--- config.mk ---
export PLATFORM = sky130hd
export DESIGN_NAME = refcmp_timer
export DESIGN_NICKNAME = d
export VERILOG_FILES = /design/src/rtl/refcmp_pkg.sv /design/src/rtl/refcmp_prescaler.sv /design/src/rtl/refcmp_counter.sv /design/src/rtl/refcmp_event.sv /design/src/rtl/refcmp_timer.sv
export SDC_FILE = /design/constraint.sdc
export NUM_CORES = 1
export LEC_CHECK = 0
export CAP_MARGIN = 20
export CORE_ASPECT_RATIO = 0.9
export CORE_MARGIN = 8
export CORE_UTILIZATION = 55
export DETAILED_ROUTE_END_ITERATION = 12
export PLACE_DENSITY = 0.78
export SETUP_SLACK_MARGIN = 0.15
export SLEW_MARGIN = 15
export SYNTH_ARGS = -nofsm -noshare
export SYNTH_HDL_FRONTEND = slang
export SYNTH_HIERARCHICAL = 1
export SYNTH_SLANG_ARGS = --single-unit
export TNS_END_PERCENT = 10
--- constraint.sdc ---
create_clock -name clk -period 3.2 [get_ports clk]
set_clock_uncertainty 0.15 [all_clocks]
set_input_delay 0.32 -clock clk [delete_from_list [all_inputs] [get_ports clk]]
set_output_delay 0.32 -clock clk [all_outputs]
set_load 0.02 [all_outputs]
--- src/rtl/refcmp_pkg.sv ---
package refcmp_pkg;
  // mode register field positions
  localparam int unsigned MODE_EN     = 0;
  localparam int unsigned MODE_SRC_LO = 1;
  localparam int unsigned MODE_RR     = 3;
  localparam int unsigned MODE_IE     = 4;
  localparam int unsigned MODE_PRE_LO = 8;
  // event register field position
  localparam int unsigned EVT_REF     = 1;

  typedef enum logic [1:0] {
    OFS_MODE = 2'd0,
    OFS_REF  = 2'd1,
    OFS_CNT  = 2'd2,
    OFS_EVT  = 2'd3
  } reg_ofs_e;

  // only the two internal clock paths are supported
  function automatic logic src_supported(input logic [1:0] src);
    return (src == 2'd1) || (src == 2'd2);
  endfunction
endpackage

--- src/rtl/refcmp_prescaler.sv ---
module refcmp_prescaler #(
  parameter int unsigned PRE_W = 8
) (
  input  logic             clk,
  input  logic             rst_n,
  input  logic             clr,
  input  logic             run,
  input  logic [PRE_W-1:0] limit,
  output logic             tick
);
  logic [PRE_W-1:0] pcnt_q;

  // ">=" keeps a shrinking divisor from stalling the phase counter
  assign tick = run && (pcnt_q >= limit);

  always_ff @(posedge clk or negedge rst_n) begin
    if (!rst_n)                   pcnt_q <= '0;
    else if (clr || !run || tick) pcnt_q <= '0;
    else                          pcnt_q <= pcnt_q + 1'b1;
  end
endmodule

--- src/rtl/refcmp_counter.sv ---
module refcmp_counter #(
  parameter int unsigned CNT_W = 16
) (
  input  logic             clk,
  input  logic             rst_n,
  input  logic             clr,
  input  logic             load,
  input  logic [CNT_W-1:0] load_val,
  input  logic             tick,
  input  logic             restart,
  input  logic [CNT_W-1:0] ref_val,
  output logic [CNT_W-1:0] count,
  output logic             match_tick
);
  function automatic logic [CNT_W-1:0] advance(
    input logic [CNT_W-1:0] cur,
    input logic             hit,
    input logic             rr
  );
    if (hit && rr) return '0;
    return cur + 1'b1;  // natural wrap at all-ones
  endfunction

  assign match_tick = tick && (count == ref_val);

  always_ff @(posedge clk or negedge rst_n) begin
    if (!rst_n)    count <= '0;
    else if (clr)  count <= '0;
    else if (load) count <= load_val;
    else if (tick) count <= advance(count, match_tick, restart);
  end
endmodule

--- src/rtl/refcmp_event.sv ---
module refcmp_event (
  input  logic clk,
  input  logic rst_n,
  input  logic clr,
  input  logic set,
  input  logic wr_clear,
  input  logic irq_en,
  output logic flag,
  output logic irq
);
  // a match on the same edge as a software clear wins
  always_ff @(posedge clk or negedge rst_n) begin
    if (!rst_n)        flag <= 1'b0;
    else if (clr)      flag <= 1'b0;
    else if (set)      flag <= 1'b1;
    else if (wr_clear) flag <= 1'b0;
  end

  assign irq = irq_en && flag;
endmodule

--- src/rtl/refcmp_timer.sv ---
module refcmp_timer
  import refcmp_pkg::*;
#(
  parameter int unsigned CNT_W  = 16,
  parameter int unsigned PRE_W  = 8,
  parameter int unsigned ADDR_W = 2
) (
  input  logic              clk,
  input  logic              rst_n,
  input  logic              bus_wr,
  input  logic [ADDR_W-1:0] bus_addr,
  input  logic [CNT_W-1:0]  bus_wdata,
  output logic [CNT_W-1:0]  bus_rdata,
  output logic              irq_o
);
  localparam logic [ADDR_W-1:0] A_MODE = ADDR_W'(OFS_MODE);
  localparam logic [ADDR_W-1:0] A_REF  = ADDR_W'(OFS_REF);
  localparam logic [ADDR_W-1:0] A_CNT  = ADDR_W'(OFS_CNT);
  localparam logic [ADDR_W-1:0] A_EVT  = ADDR_W'(OFS_EVT);

  logic [CNT_W-1:0] mode_q, ref_q, count_q;
  logic             evt_q;

  // named internal events
  logic wr_mode_w, wr_ref_w, wr_cnt_w, wr_evt_w;
  logic soft_clr_w, run_w, tick_w, match_tick_w, evt_wclr_w;

  assign wr_mode_w  = bus_wr && (bus_addr == A_MODE);
  assign wr_ref_w   = bus_wr && (bus_addr == A_REF);
  assign wr_cnt_w   = bus_wr && (bus_addr == A_CNT);
  assign wr_evt_w   = bus_wr && (bus_addr == A_EVT);
  assign soft_clr_w = wr_mode_w && mode_q[MODE_EN] && !bus_wdata[MODE_EN];
  assign run_w      = mode_q[MODE_EN] && src_supported(mode_q[MODE_SRC_LO +: 2]);
  assign evt_wclr_w = wr_evt_w && bus_wdata[EVT_REF];

  always_ff @(posedge clk or negedge rst_n) begin
    if (!rst_n)         mode_q <= '0;
    else if (wr_mode_w) mode_q <= bus_wdata;
  end

  always_ff @(posedge clk or negedge rst_n) begin
    if (!rst_n)          ref_q <= '1;
    else if (soft_clr_w) ref_q <= '1;
    else if (wr_ref_w)   ref_q <= bus_wdata;
  end

  refcmp_prescaler #(.PRE_W(PRE_W)) u_pre (
    .clk   (clk),
    .rst_n (rst_n),
    .clr   (soft_clr_w),
    .run   (run_w),
    .limit (mode_q[MODE_PRE_LO +: PRE_W]),
    .tick  (tick_w)
  );

  refcmp_counter #(.CNT_W(CNT_W)) u_cnt (
    .clk        (clk),
    .rst_n      (rst_n),
    .clr        (soft_clr_w),
    .load       (wr_cnt_w),
    .load_val   (bus_wdata),
    .tick       (tick_w),
    .restart    (mode_q[MODE_RR]),
    .ref_val    (ref_q),
    .count      (count_q),
    .match_tick (match_tick_w)
  );

  refcmp_event u_evt (
    .clk      (clk),
    .rst_n    (rst_n),
    .clr      (soft_clr_w),
    .set      (match_tick_w),
    .wr_clear (evt_wclr_w),
    .irq_en   (mode_q[MODE_IE]),
    .flag     (evt_q),
    .irq      (irq_o)
  );

  always_comb begin
    bus_rdata = '0;
    if (bus_addr == A_MODE)     bus_rdata = mode_q;
    else if (bus_addr == A_REF) bus_rdata = ref_q;
    else if (bus_addr == A_CNT) bus_rdata = count_q;
    else if (bus_addr == A_EVT) bus_rdata[EVT_REF] = evt_q;
  end
endmodule

==> metrics, run 1 <==
vias in the first global route=slightly below 3000; DR vias=3008; Syn Area/Cell=9.86 sq um; Critical R2R Launch=mode_q[10]$_DFFE_PN0P_; fin. max-slew vios=0; # diodes=0; R2R depth=12; CP Capture Type=flop; Post-Syn Area=approximately 3600 sq um; Ports=38; fin worst setup slack=around 0.31 ns; NetSw=0.000753 W; clock buffer depth=2; Routed WL=approximately 9400 um; Max VDD drop=0.000283 V; total track usage=0.214; Tmin final=slightly below 3 ns; Int Pwr=approximately 0.0016 W; Main synth FF type=dfrtp_1; syn nets=a little under 400; Comb power frac=0.268; PwrDens=about 550 nW/um^2; relative slew slack=0.488; Max Fclk=around 0.35 GHz; flops & latches, synth=57; vias per cell=approximately 6; Syn Inst Count=about 360; Compound-Gate Fraction of Synth Area=0.176; Critical Path RT=3.28 ns; Final TNS setup=0 ns; Hold Slack=around 0.32 ns; post-synthesis mux area share=0.110; CP cell instances=inv_1 -> ha_1 -> a211o_1 -> a31oi_2 -> nor3_1 -> o21a_2 -> nand2b_1 -> or2_2 -> a31oi_4 -> buf_4 -> a32oi_1 -> o21ai_0; Post-route DRC=0; clock sink count=57; Netlist cell types=50; largest net degree at the start of global routing=37; Yosys warnings=6; flop2flop setup slack=between 0.3 and 0.4 ns; Critical Path Start Type=flop; Clk pwr share=0.295; crit-path max FO=8; clock-pin slew on the worst setup and hold paths=roughly 0.07 ns; largest family of logic cells by synthesized area=compound AO/OA/AOI/OAI gates; adder-cell share of the synthesized area=0.0351; area grow syn2layout=18.7%; global-route wire length before repair=15600 um; Synth area leader=dfrtp_1; Wirelength per Cell=between 15 and 20 um; final hold viol count=0; DR iter-0 viols=between 200 and 300; MaxCap Viol Count=0; Root Buffer=clkbuf_8; kind of critical path=reg -> reg; aggregate global routing overflow=0; most common cell after layout, fill and taps aside=dfrtp_1; sequential share of power=0.437; main area contributors after synthesis=dfrtp_1, dfstp_2, mux2i_1, o22a_1, mux2_4; worst reg2reg endpoint=u_cnt/count[7]$_DFFE_PN0P_; sequential share of the synthesized area=0.406; Routed Antenna Nets=0; Final GP Congestion=0.927; CP arrival=just under 3 ns; RSZ-0062 raised after global routing=false; Post-synth ARST share=1.00; final net count=between 400 and 500; Rows=28; DR pass1 iterations=5; # setup viols final=0; Final HPWL DP=~6700 um; run status=finished, final reports clean; commonest cells after routing, fill and taps aside=dfrtp_1, clkdlybuf4s50_1, nand2_1, inv_1, o21ai_0; Leakage Power=between 1.5 and 2 nW; HP Class=in -> async; CP max stage delay=0.38 ns; die area=9310 sq um; antenna violations before repair=0; top cell type's share of synthesized area=0.288; worst slack, placed=0.143 ns; EDFF count, synth=0; switching share of power=0.324; Core ar.=around 6400 sq um; CTS tree=yes; IO Port Bufs=37; Crit-path slowest cell=dfrtp_1; Initial Util=0.555; Inserted Clock Buffers=9; post-synthesis xor/xnor area fraction=0.0492; Worst-Skew Late Latency=between 0.3 and 0.4 ns; height of the die=between 90 and 100 um; fill cell count=between 500 and 600; slew at the pin closest to its max-slew limit=0.769 ns; layout cell share with drive strength beyond 1=0.177; Final period util=0.904; die width=between 100 and 150 um; CTS H-tree lvls=3; simple logic cell fraction of the synthesized area=0.154
worst max path at each step:
stage / startpoint / endpoint / slack (ns) / cells after the start
finish: mode_q[10]$_DFFE_PN0P_ / u_cnt/count[7]$_DFFE_PN0P_ / 0.31 / 12
global route: mode_q[10]$_DFFE_PN0P_ / u_cnt/count[7]$_DFFE_PN0P_ / 0.15 / 12
CTS: u_pre/pcnt_q[0]$_DFF_PN0_ / u_cnt/count[7]$_DFFE_PN0P_ / 0.22 / 12
detailed placement: u_pre/pcnt_q[0]$_DFF_PN0_ / u_cnt/count[7]$_DFFE_PN0P_ / 0.14 / 12
global placement: bus_addr[1] / bus_rdata[11] / 0.36 / 6
floorplan: u_pre/pcnt_q[0]$_DFF_PN0_ / u_cnt/count[1]$_DFFE_PN0P_ / 0.55 / 12
registers in the layout, summed over array words and instances (netlist names):
register / flops
ref_q: 16
u_pre/pcnt_q: 8
u_evt/flag: 1
u_cnt/count: 16
mode_q: 16
kinds of logic after synthesis:
logic type	after synthesis
AO/OA/AOI/OAI	90
XOR/XNOR	20
adder cells (fa/ha/maj)	10
buffers and inverters	47
flip-flops	57
multiplexers	32
AND/OR/NAND/NOR	105
timing repair:
action / in CTS / in global routing
endpoints found under the setup margin: 1 / 9
hold endpoints to repair: 14 / 0
pin swaps: 0 / 2
gates resized for setup: 1 / 0
setup buffers: 0 / 2
hold buffers: 1 / 0
metal layers:
metal  vias up  track usage  part of all wire
li1       1376            -                 -
met1      1488        0.291              0.44
met2       131        0.328              0.47
met3        13       0.0435             0.070
met4         0       0.0805             0.012
met5         -            0                 0
power groups by stage:
stage | Sequential (W) | Clock, W | Combinational (W)
floorplan | 0.000973 | 0 | 0.000429
global placement | 0.00102 | 0 | 0.000600
detailed placement | 0.00103 | 0 | 0.000616
CTS | 0.00102 | 0.000699 | 0.000622
global route | 0.00104 | 0.000735 | 0.000679
finish | 0.00102 | 0.000687 | 0.000623
synthesized netlist by cell type (2+ instances only):
cell	count
a32oi_1	4
dfrtp_1	41
o21ai_1	2
nor4_1	2
a222oi_1	2
nand2b_1	3
nor3_1	3
clkbuf_1	6
mux2_4	9
nand3_1	15
o21ai_0	27
nor2_1	20
and2_1	6
buf_2	5
xor2_1	13
xnor2_1	7
inv_1	28
nor3b_1	2
o21a_1	2
o22a_1	16
nor2b_4	2
mux2i_1	15
a22oi_1	8
nor2b_1	3
and3_1	10
nand2_1	30
dfstp_2	16
mux2_2	7
nand4_1	3
o211ai_1	3
a21oi_1	18
ha_1	10
buf_6	6
worst max-delay path, delay by kind of cell, from the launching register on:
kind            cells  cell delay, ns
simple gates        3            0.42
fa+ha+maj           1            0.32
compound gates      6            1.24
flops               1            0.38
buf+inv             2            0.24
metrics by stage:
stage	cells	utilization	total power (W)	instance area (sq um)
after floorplan	361	-	0.00140	3560
after global placement	483	0.624	0.00162	4000
after detailed placement	483	0.624	0.00164	4000
after CTS	500	0.657	0.00234	4210
after global routing	502	0.659	0.00245	4230
final	502	0.659	0.00233	4230
final cells by class:
| type | instances | area (sq um) | area share |
|---|---|---|---|
| well taps | 90 | 113 | 0.0266 |
| clock inverters | 3 | 40.0 | 0.00947 |
| flip-flops and latches | 57 | 1450 | 0.342 |
| repair buffers | 54 | 495 | 0.117 |
| multi-input cells | 257 | 1870 | 0.442 |
| clock buffers | 13 | 159 | 0.0376 |
| inverters | 28 | 105 | 0.0249 |
No activity file was read; power rests on OpenSTA's default activity.
==> run 2: changes to the inputs <==
- CAP_MARGIN: 20 -> 10
==> results of run 2 <==
Final layout, timing and power as in run 1 (identical DEF).
==> run 3: changes to the inputs <==
- MAX_ROUTING_LAYER: unset -> met4
==> metrics, run 3 (same netlist as run 1, synthesis figures left out) <==
clock buffer depth=2 (unchanged); flop2flop setup slack=0.37 ns (was 0.31 ns); area grow syn2layout=16.9% (was 18.7%); PwrDens=522 nW/um^2 (was 551 nW/um^2); worst reg2reg endpoint=u_cnt/count[14]$_DFFE_PN0P_ (was u_cnt/count[7]$_DFFE_PN0P_); register area=1450 sq um (unchanged); Critical Path RT=3.31 ns (was 3.28 ns); final net count=437 (was 438); die width=101 um (unchanged); relative slew slack=0.513 (was 0.488); Initial Util=0.555 (unchanged); Rows=28 (unchanged); DR iter-0 viols=213 (was 250); Max Fclk=0.354 GHz (was 0.346 GHz); met1 GRT Util=0.273 (was 0.291); HP Class=reg -> reg (was in -> async); Critical R2R Launch=u_pre/pcnt_q[2]$_DFF_PN0_ (was mode_q[10]$_DFFE_PN0P_); Core ar.=6410 sq um (unchanged); Root Buffer=clkbuf_8 (unchanged); kind of critical path=reg -> reg (unchanged); Hold Slack=0.361 ns (was 0.324 ns); die area=9310 sq um (unchanged); run status=finished, final reports clean (unchanged); Worst-Skew Late Latency=0.34 ns (was 0.35 ns); commonest cells after routing, fill and taps aside=dfrtp_1, clkdlybuf4s50_1, nand2_1, inv_1, o21ai_0 (unchanged); Inserted Clock Buffers=9 (unchanged); Tmin final=2.83 ns (was 2.89 ns); final hold viol count=0 (unchanged); height of the die=92.3 um (unchanged); CP arrival=2.94 ns (was 2.97 ns); Post-route DRC=0 (unchanged); Leakage Power=1.80 nW (was 1.83 nW); Critical Path Start Type=flop (unchanged); largest net degree at the start of global routing=58 (was 37); clock-pin slew on the worst setup and hold paths=0.06 ns (was 0.07 ns); met2 usage=0.313 (was 0.328); Critical Path End=u_cnt/count[14]$_DFFE_PN0P_ (was u_cnt/count[7]$_DFFE_PN0P_); CTS tree=yes (unchanged); slew at the pin closest to its max-slew limit=0.731 ns (was 0.769 ns); Max VDD drop=0.000291 V (was 0.000283 V); most common cell after layout, fill and taps aside=dfrtp_1 (unchanged); Worst Setup SP=u_pre/pcnt_q[2]$_DFF_PN0_ (was mode_q[10]$_DFFE_PN0P_); Wirelength per Cell=17.9 um (was 18.8 um); Top Usage Layer GRT=met2 (unchanged); postcts setup bufs=0 (unchanged); IO Port Bufs=37 (unchanged); # setup viols final=0 (unchanged); crit-path max FO=9 (was 8); Final GP Congestion=0.931 (was 0.927); MaxCap Viol Count=0 (unchanged); total track usage=0.212 (was 0.214); antenna violations before repair=0 (unchanged); global-route wire length before repair=14900 um (was 15600 um); aggregate global routing overflow=0 (unchanged); multi-input logic area=1870 sq um (unchanged); vias in the first global route=2858 (was 2967); CTS H-tree lvls=3 (unchanged); Routed WL=8920 um (was 9420 um); vias per cell=5.84 (was 5.99); Final HPWL DP=6440 um (was 6670 um); RSZ-0062 raised after global routing=false (unchanged); Ports=38 (unchanged); layout cell share with drive strength beyond 1=0.166 (was 0.177); DR pass1 iterations=5 (unchanged); clock sink count=57 (unchanged); met3 Resource Use GR=0.0667 (was 0.0435); Final period util=0.884 (was 0.904); R2R depth=11 (was 12); # diodes=0 (unchanged); fin. max-slew vios=0 (unchanged); CP Capture Type=flop (unchanged); dpl cell area=4010 sq um (was 4000 sq um); fill cell count=551 (was 530); DR vias=2916 (was 3008); design area=4160 sq um (was 4230 sq um); top flop regs=mode_q: 16 flops, ref_q: 16 flops, u_cnt/count: 16 flops (unchanged); Final TNS setup=0 ns (unchanged); Routed Antenna Nets=0 (unchanged)
-- run 3: critical path, stage by stage, from the launching register on --
cell	delay, ns
dfrtp_1	0.42
ha_1	0.33
a211o_1	0.32
a31oi_2	0.24
nor3_1	0.08
o21a_2	0.26
o21ai_0	0.15
nor4_4	0.08
a31oi_4	0.27
buf_4	0.22
a21oi_1	0.07
o21ai_0	0.15
-- run 3: where the power goes --
group	switching [W]	internal, W	leakage, nW
Combinational	0.000309	0.000308	1.04
Clock	0.000266	0.000272	0.0733
Sequential	0.000148	0.000869	0.681
Total	0.000724	0.00145	1.80
-- run 3: layer usage --
metal | up-vias | part of all wire
li1 | 1372 | -
met1 | 1404 | 0.45
met2 | 127 | 0.46
met3 | 13 | 0.078
met4 | 0 | 0.012
met5 | - | 0
-- run 3: how the worst min path moves through the flow --
stage / from / endpoint / slack [ns] / cells past startpoint
2_1_floorplan: rst_n / mode_q[0]$_DFFE_PN0P_ / -0.13 / 0
5_1_grt: mode_q[5]$_DFFE_PN0P_ / mode_q[5]$_DFFE_PN0P_ / 0.38 / 1
3_3_place_gp: mode_q[5]$_DFFE_PN0P_ / mode_q[5]$_DFFE_PN0P_ / 0.34 / 1
3_5_place_dp: mode_q[5]$_DFFE_PN0P_ / mode_q[5]$_DFFE_PN0P_ / 0.35 / 1
4_1_cts: mode_q[5]$_DFFE_PN0P_ / mode_q[5]$_DFFE_PN0P_ / 0.36 / 1
6_report: mode_q[5]$_DFFE_PN0P_ / mode_q[5]$_DFFE_PN0P_ / 0.36 / 1
-- run 3: layout make-up --
cell class              instances  area share
clock inverters                 1     0.00120
clock buffers                  13      0.0334
well taps                      90      0.0270
flip-flops and latches         57       0.347
multi-input cells             257       0.449
repair buffers                 53       0.117
inverters                      28      0.0252
-- run 3: repair_timing --
item	CTS	global route
resized for setup	0	1
endpoints found under the setup margin	0	9
hold buffers	1	0
endpoints found under the hold margin	41	0
-- run 3: per-stage QoR --
step	total power, W	util	cells	worst slack, ns
final	0.00217	0.649	499	0.372
after global routing	0.00230	0.649	499	0.212
after CTS	0.00218	0.649	499	0.265
after detailed placement	0.00164	0.625	484	0.280
after global placement	0.00162	0.625	484	0.382
after floorplan	0.00140	-	361	0.545
